[src/rtl/mstep_pkg.sv]
package mstep_pkg;

    typedef struct packed {
        logic       tail_en;
        logic       solid;
        logic [2:0] per_code;
        logic [2:0] wid_code;
    } cfg_t;

    typedef enum logic [1:0] {
        SEG_REST,
        SEG_MAIN,
        SEG_TAIL
    } seg_e;

    localparam logic [2:0] MAIN_ON = 3'd6;
    localparam logic [2:0] TAIL_ON = 3'd2;
    localparam int FAST_DIV = 32;

    function automatic logic [4:0] per_mult(input logic [2:0] code);
        case (code)
            3'd0:    per_mult = 5'd1;
            3'd1:    per_mult = 5'd5;
            3'd2:    per_mult = 5'd10;
            3'd3:    per_mult = 5'd20;
            3'd4:    per_mult = 5'd30;
            default: per_mult = 5'd1;
        endcase
    endfunction

endpackage

[src/rtl/mstep_filter.sv]
module mstep_filter #(
    parameter int DEB = 1024
) (
    input  logic clk,
    input  logic rst,
    input  logic raw,
    output logic clean
);
    localparam int TW = (DEB > 1) ? $clog2(DEB) : 1;

    logic [TW-1:0] tcnt;
    logic          smp;
    logic          tick;

    assign tick = (tcnt == TW'(DEB - 1));

    always_ff @(posedge clk) begin
        if (rst) begin
            tcnt  <= '0;
            smp   <= 1'b0;
            clean <= 1'b0;
        end else begin
            tcnt <= tick ? '0 : tcnt + TW'(1);
            if (tick) begin
                smp <= raw;
                if (raw == smp) clean <= raw;
            end
        end
    end
endmodule

[src/rtl/mstep_timer.sv]
module mstep_timer #(
    parameter int CW = 20
) (
    input  logic          clk,
    input  logic          rst,
    input  logic          halt,
    input  logic [CW-1:0] per_len,
    output logic [CW-1:0] cnt,
    output logic          pol,
    output logic          quiet
);
    always_ff @(posedge clk) begin
        if (rst) begin
            cnt   <= '0;
            pol   <= 1'b1;
            quiet <= 1'b1;
        end else if (halt) begin
            cnt   <= '0;
            quiet <= 1'b1;
        end else if (cnt >= per_len - CW'(1)) begin
            cnt   <= '0;
            quiet <= 1'b0;
            pol   <= ~pol;
        end else begin
            cnt <= cnt + CW'(1);
        end
    end
endmodule

[src/rtl/mstep_shaper.sv]
module mstep_shaper
    import mstep_pkg::*;
#(
    parameter int CW          = 20,
    parameter int STEP_CYCLES = 32
) (
    input  cfg_t          cfg,
    input  logic          fast,
    input  logic          quiet,
    input  logic [CW-1:0] cnt,
    input  logic [CW-1:0] per_len,
    output logic          on
);
    logic [CW-1:0] wlen;
    logic [CW-1:0] plen;
    seg_e          seg;

    always_comb begin
        wlen = (CW'(cfg.wid_code) + CW'(1)) * CW'(STEP_CYCLES);
        plen = cfg.tail_en ? CW'(3) * wlen : wlen;
        if (fast && plen > per_len) plen = per_len;

        if (quiet || cnt >= plen) seg = SEG_REST;
        else if (cnt < wlen)      seg = SEG_MAIN;
        else                      seg = SEG_TAIL;

        case (seg)
            SEG_MAIN: on = cfg.solid || (cnt[2:0] < MAIN_ON);
            SEG_TAIL: on = (cnt[2:0] < TAIL_ON);
            default:  on = 1'b0;
        endcase
    end
endmodule

[src/rtl/mstep_drive.sv]
module mstep_drive
    import mstep_pkg::*;
#(
    parameter int SEC_CYCLES  = 32768,
    parameter int STEP_CYCLES = 32
) (
    input  logic       clk,
    input  logic       rst,
    input  logic [7:0] cfg,
    input  logic       stop_req,
    input  logic       test_req,
    output logic       drv_a,
    output logic       drv_b,
    output logic       drv_en
);
    localparam int FAST_CYCLES = SEC_CYCLES / FAST_DIV;
    localparam int DEB_CYCLES  = SEC_CYCLES / FAST_DIV;
    localparam int MAX_PER     = 30 * SEC_CYCLES;
    localparam int CW          = $clog2(MAX_PER + 1);

    cfg_t          c;
    logic [1:0]    raw_in;
    logic [1:0]    filt;
    logic          halt;
    logic          fast;
    logic [CW-1:0] per_len;
    logic [CW-1:0] cnt;
    logic          pol;
    logic          quiet;
    logic          on;

    assign c      = cfg_t'(cfg);
    assign raw_in = {test_req, stop_req};
    assign halt   = filt[0];
    assign fast   = filt[1];

    for (genvar g = 0; g < 2; g++) begin : g_filt
        mstep_filter #(.DEB(DEB_CYCLES)) i_filt (
            .clk  (clk),
            .rst  (rst),
            .raw  (raw_in[g]),
            .clean(filt[g])
        );
    end

    always_comb begin
        if (fast) per_len = CW'(FAST_CYCLES);
        else      per_len = CW'(per_mult(c.per_code)) * CW'(SEC_CYCLES);
    end

    mstep_timer #(.CW(CW)) i_timer (
        .clk    (clk),
        .rst    (rst),
        .halt   (halt),
        .per_len(per_len),
        .cnt    (cnt),
        .pol    (pol),
        .quiet  (quiet)
    );

    mstep_shaper #(.CW(CW), .STEP_CYCLES(STEP_CYCLES)) i_shaper (
        .cfg    (c),
        .fast   (fast),
        .quiet  (quiet),
        .cnt    (cnt),
        .per_len(per_len),
        .on     (on)
    );

    always_ff @(posedge clk) begin
        if (rst) begin
            drv_en <= 1'b1;
            drv_a  <= 1'b1;
            drv_b  <= 1'b1;
        end else begin
            drv_en <= ~halt;
            drv_a  <= ~(on && !pol && !halt);
            drv_b  <= ~(on && pol && !halt);
        end
    end
endmodule

[config.mk]
export PLATFORM = sky130hd
export DESIGN_NAME = mstep_drive
export DESIGN_NICKNAME = d
export VERILOG_FILES = /design/src/rtl/mstep_pkg.sv /design/src/rtl/mstep_filter.sv /design/src/rtl/mstep_timer.sv /design/src/rtl/mstep_shaper.sv /design/src/rtl/mstep_drive.sv
export SDC_FILE = /design/constraint.sdc
export NUM_CORES = 1
export LEC_CHECK = 0
export ABC_CLOCK_PERIOD_IN_PS = 6470
export CAP_MARGIN = 20
export CORE_AREA = 8 8 111 113
export DETAILED_ROUTE_END_ITERATION = 8
export DIE_AREA = 0 0 119 121
export DONT_BUFFER_PORTS = 1
export HOLD_SLACK_MARGIN = 0.05
export PLACE_DENSITY = 0.49
export SYNTH_ARGS = -nofsm -noshare
export SYNTH_HDL_FRONTEND = slang
export SYNTH_HIERARCHICAL = 1
export SYNTH_SLANG_ARGS = --single-unit
[constraint.sdc]
create_clock -name clk -period 6.47 [get_ports clk]
set_input_delay 0.9705 -clock clk [delete_from_list [all_inputs] [get_ports clk]]
set_output_delay 0.9705 -clock clk [all_outputs]
set_load 0.03 [all_outputs]
==> results list <==
- The flow ran to the end, and the final reports show no timing, DRC or antenna violations.
- Summing the areas of all xor and xnor instances in the mapped netlist gives 10.7% of the synthesized area.
- The share of the Yosys chip area taken by registers is 25.1%.
* Total clock buffers created by CTS: 5
- Clock tree from TritonCTS: done
- Number of setup buffers added after CTS: 0
- Measured slew at the worst slew-check pin: 1010 ps
- Share of synthesized area spent on multiplexers: 2.56%
- Ratio of total power to cell area: 137 mW/mm²
- In this run, synthesis inferred 0 flip-flops with an integrated enable.
- Clock insertion delay at the later pin of the skew report: 310 ps
- Worst Path Class, Setup: input pin to register
- Leaving out fill and tap cells, the most frequent cell in the layout is sky130_fd_sc_hd__conb_1.
- Setup skew after layout: 10.1 ps
- Count of pins on the block boundary: 15
* Prevailing post-synth register cell: sky130_fd_sc_hd__dfxtp_1
- After synthesis the netlist holds a flip-flop and latch count of 49.
- The worst path in the final design needs a cycle of 4480 ps, including I/O delays and setup.
- Post-synthesis compound-gate area fraction: 14.3%
* DR vias/cell: 4.86
- VDD sags by at most 0.0982 mV.
* IO Port Bufs: 0
- Worst EP required: 6720 ps
* Type of destination of the critical path: register
* Synth-to-layout area growth: 12.9%
- After clock tree synthesis, the flow added hold-fix buffers numbering 0.
- In this run the standard cell core region covers 0.0106 mm².
* Gates resized, CTS repair: 0
- The floorplan has 38 rows.
- Count of antenna diodes in the layout: 0
- After detailed placement, the total cell area comes to 0.00431 mm².
- DPL Wire Length: 6870 µm
* Startpoint type of the worst setup path: input pin
* Total of warnings raised by yosys: 6
- Remaining DRCs: 0
* Synth Area per Inst: 8.41 µm²
- Based on the critical path, the design can be clocked at up to 223 MHz.
* Number of buffers on the longest clock path: 2
- The detailed router placed 3297 vias in this run.
- Adder and majority cell fraction of the synthesized area: 17.6%
- For this configuration, the core starts out at a cell density of 36.8%.
- Final Hold Vio Count: 0
- Measured against its own limit, the worst slew margin works out to 31.8%.
* Layout net count: 603
- Of all nets on the critical path, the largest fanout is 6.
* First-pass GRT wire length: 14900 µm
* Total wire length: 8650 µm
- Entering global routing, the biggest net connects 36 pins.
- Number of levels the H-tree was split into: 2
- After synthesis, the largest family of logic cells by area is simple AND/OR/NAND/NOR gates.
- In the layout the commonest cells are sky130_fd_sc_hd__conb_1, sky130_fd_sc_hd__ha_1, sky130_fd_sc_hd__dfxtp_1, sky130_fd_sc_hd__nor2_1, sky130_fd_sc_hd__nand2_1.
- Setup violations remaining at the end of the flow were counted as 0.
- Share of synthesized flip-flops with an asynchronous set or reset: 0%
- The finished cells cover 0.00441 mm².
- Setup repair after global routing left no endpoint under its margin.
- Synthesis produced 464 cells.
* Die outline height: 121 µm
- Number of antenna-violating nets in the routed design: 0
- In the final routed layout, each cell accounts on average for 12.8 µm.
- Register clock-pin slew on the reported worst setup and hold paths: 100 ps
- Summing the areas of all and, or, nand and nor instances in the mapped netlist gives 26.2% of the synthesized area.
* Cell area after synthesis: 0.00390 mm²
* Placer's final routability congestion estimate: 0.787
- Final setup TNS: 0 ps
- In this run the worst hold path is classified as register to register.
* Initial DRC count: 206
- Across every metal layer, demand over resource in global routing totals 12.4%.
- Cell at the root of the clock tree: sky130_fd_sc_hd__clkbuf_8
* Signal arrival time at the worst endpoint: 4730 ps
* Die area: 0.0144 mm²
- Count of cell types in the netlist: 60
* Antenna violations before repair: 0
- In the finished design, the share of the clock period the worst path needs comes to 69.2%.
* Die Width: 119 µm
- Max-cap violation count: 0
- Counting every sink on the clock net gives 49.
- The via count of the first global-routing pass came to 3178.
- In this run the static leakage power is 1.84 nW.
- Final max-slew violation count: 0
- Global routing finished with a remaining overflow of 0.
- Of the cells placed in the final design, the portion with a size suffix greater than 1 is 5.39%.
- For this run, the detailed router's first-pass iteration total came to 4.
## state kept, by name, summed over array words and instances (netlist names)
name                 count
drv_b                    1
i_timer/cnt             20
i_timer/quiet            1
i_timer/pol              1
g_filt.i_filt/smp        2
drv_en                   1
g_filt.i_filt/tcnt      20
drv_a                    1
g_filt.i_filt/clean      2
## layer usage
metal | track usage [%] | up-vias | share of wire (%)
met5 | 0 | - | 0
met4 | 3.08 | 0 | 0.76
met3 | 2.75 | 4 | 2.8
met2 | 22.1 | 29 | 49
met1 | 14.8 | 1501 | 47
li1 | - | 1763 | -
## cells in the mapped netlist, types with 3 or more instances
cell | count | area (µm²)
sky130_fd_sc_hd__nand3b_1 | 3 | 22.5
sky130_fd_sc_hd__or3_1 | 5 | 31.3
sky130_fd_sc_hd__nand3_1 | 27 | 135
sky130_fd_sc_hd__o21ai_0 | 17 | 85.1
sky130_fd_sc_hd__clkbuf_1 | 3 | 11.3
sky130_fd_sc_hd__xnor2_1 | 28 | 245
sky130_fd_sc_hd__a2111oi_0 | 3 | 26.3
sky130_fd_sc_hd__or4_1 | 5 | 37.5
sky130_fd_sc_hd__a21o_1 | 5 | 37.5
sky130_fd_sc_hd__mux2i_1 | 10 | 100
sky130_fd_sc_hd__ha_1 | 54 | 676
sky130_fd_sc_hd__nor3b_1 | 5 | 37.5
sky130_fd_sc_hd__nor4_1 | 7 | 43.8
sky130_fd_sc_hd__xor2_1 | 18 | 158
sky130_fd_sc_hd__a21oi_1 | 27 | 135
sky130_fd_sc_hd__nand2b_1 | 8 | 50.1
sky130_fd_sc_hd__inv_1 | 22 | 82.6
sky130_fd_sc_hd__dfxtp_1 | 49 | 981
sky130_fd_sc_hd__nand2_1 | 32 | 120
sky130_fd_sc_hd__a211oi_1 | 4 | 30.0
sky130_fd_sc_hd__nand4_1 | 10 | 62.6
sky130_fd_sc_hd__nor3_1 | 18 | 90.1
sky130_fd_sc_hd__and3_1 | 3 | 18.8
sky130_fd_sc_hd__nor2_1 | 47 | 176
## cells by family after synthesis
group                    after synthesis
AO/OA/AOI/OAI                         82
AND/OR/NAND/NOR                      190
adder cells (fa/ha/maj)               55
XOR/XNOR                              47
multiplexers                          10
flip-flops                            49
other                                  2
buffers and inverters                 29
## worst paths after layout
path / from / end / slack, ps / depth (start not counted)
worst min-delay path: i_timer/pol / drv_b / 460 / 1
worst max register to register: g_filt[1].i_filt/clean / drv_b / 2440 / 12
worst max-delay path: cfg[0] / drv_b / 1990 / 19
worst min register to register: i_timer/pol / drv_b / 460 / 1
## critical path: stages
cell,delay (ps)
sky130_fd_sc_hd__inv_1,50
sky130_fd_sc_hd__ha_1,330
sky130_fd_sc_hd__inv_1,70
sky130_fd_sc_hd__maj3_2,320
sky130_fd_sc_hd__a21oi_1,190
sky130_fd_sc_hd__mux2i_1,270
sky130_fd_sc_hd__ha_1,290
sky130_fd_sc_hd__a21o_1,170
sky130_fd_sc_hd__a21oi_1,160
sky130_fd_sc_hd__o21ai_2,100
sky130_fd_sc_hd__o311ai_4,140
sky130_fd_sc_hd__mux2i_1,140
sky130_fd_sc_hd__ha_1,350
sky130_fd_sc_hd__nand4_1,130
sky130_fd_sc_hd__a2111oi_0,300
sky130_fd_sc_hd__or3b_1,390
sky130_fd_sc_hd__a32oi_1,200
sky130_fd_sc_hd__nor2_1,80
sky130_fd_sc_hd__nand3_1,90
## where the power goes
group          switching, W  leakage, nW  internal [W]
clock network      0.000110       0.0478     0.0000883
logic             0.0000533         1.40     0.0000401
registers        0.00000704        0.397      0.000306
total              0.000170         1.84      0.000435
## metrics by stage
stage / utilization, % / setup slack, ps / total power, W / hold WS, ps / instances
after floorplan: - / 2040 / 0.000400 / 397 / 537
final: 41.6 / 1990 / 0.000605 / 457 / 678
after CTS: 41.6 / 1990 / 0.000615 / 463 / 678
after global routing: 41.6 / 1730 / 0.000643 / 484 / 678
after global placement: 40.6 / 1750 / 0.000410 / 412 / 670
after detailed placement: 40.6 / 1680 / 0.000412 / 430 / 670
## layout make-up
type                       instances  area, µm²
multi-input combinational        459       3070
clock inverter                     2       16.3
tap                              140        175
fill                            1113       6200
clock buffer                       6       82.6
inverter                          22       82.6
sequential                        49        981
Power figures use the tool's default switching activity.
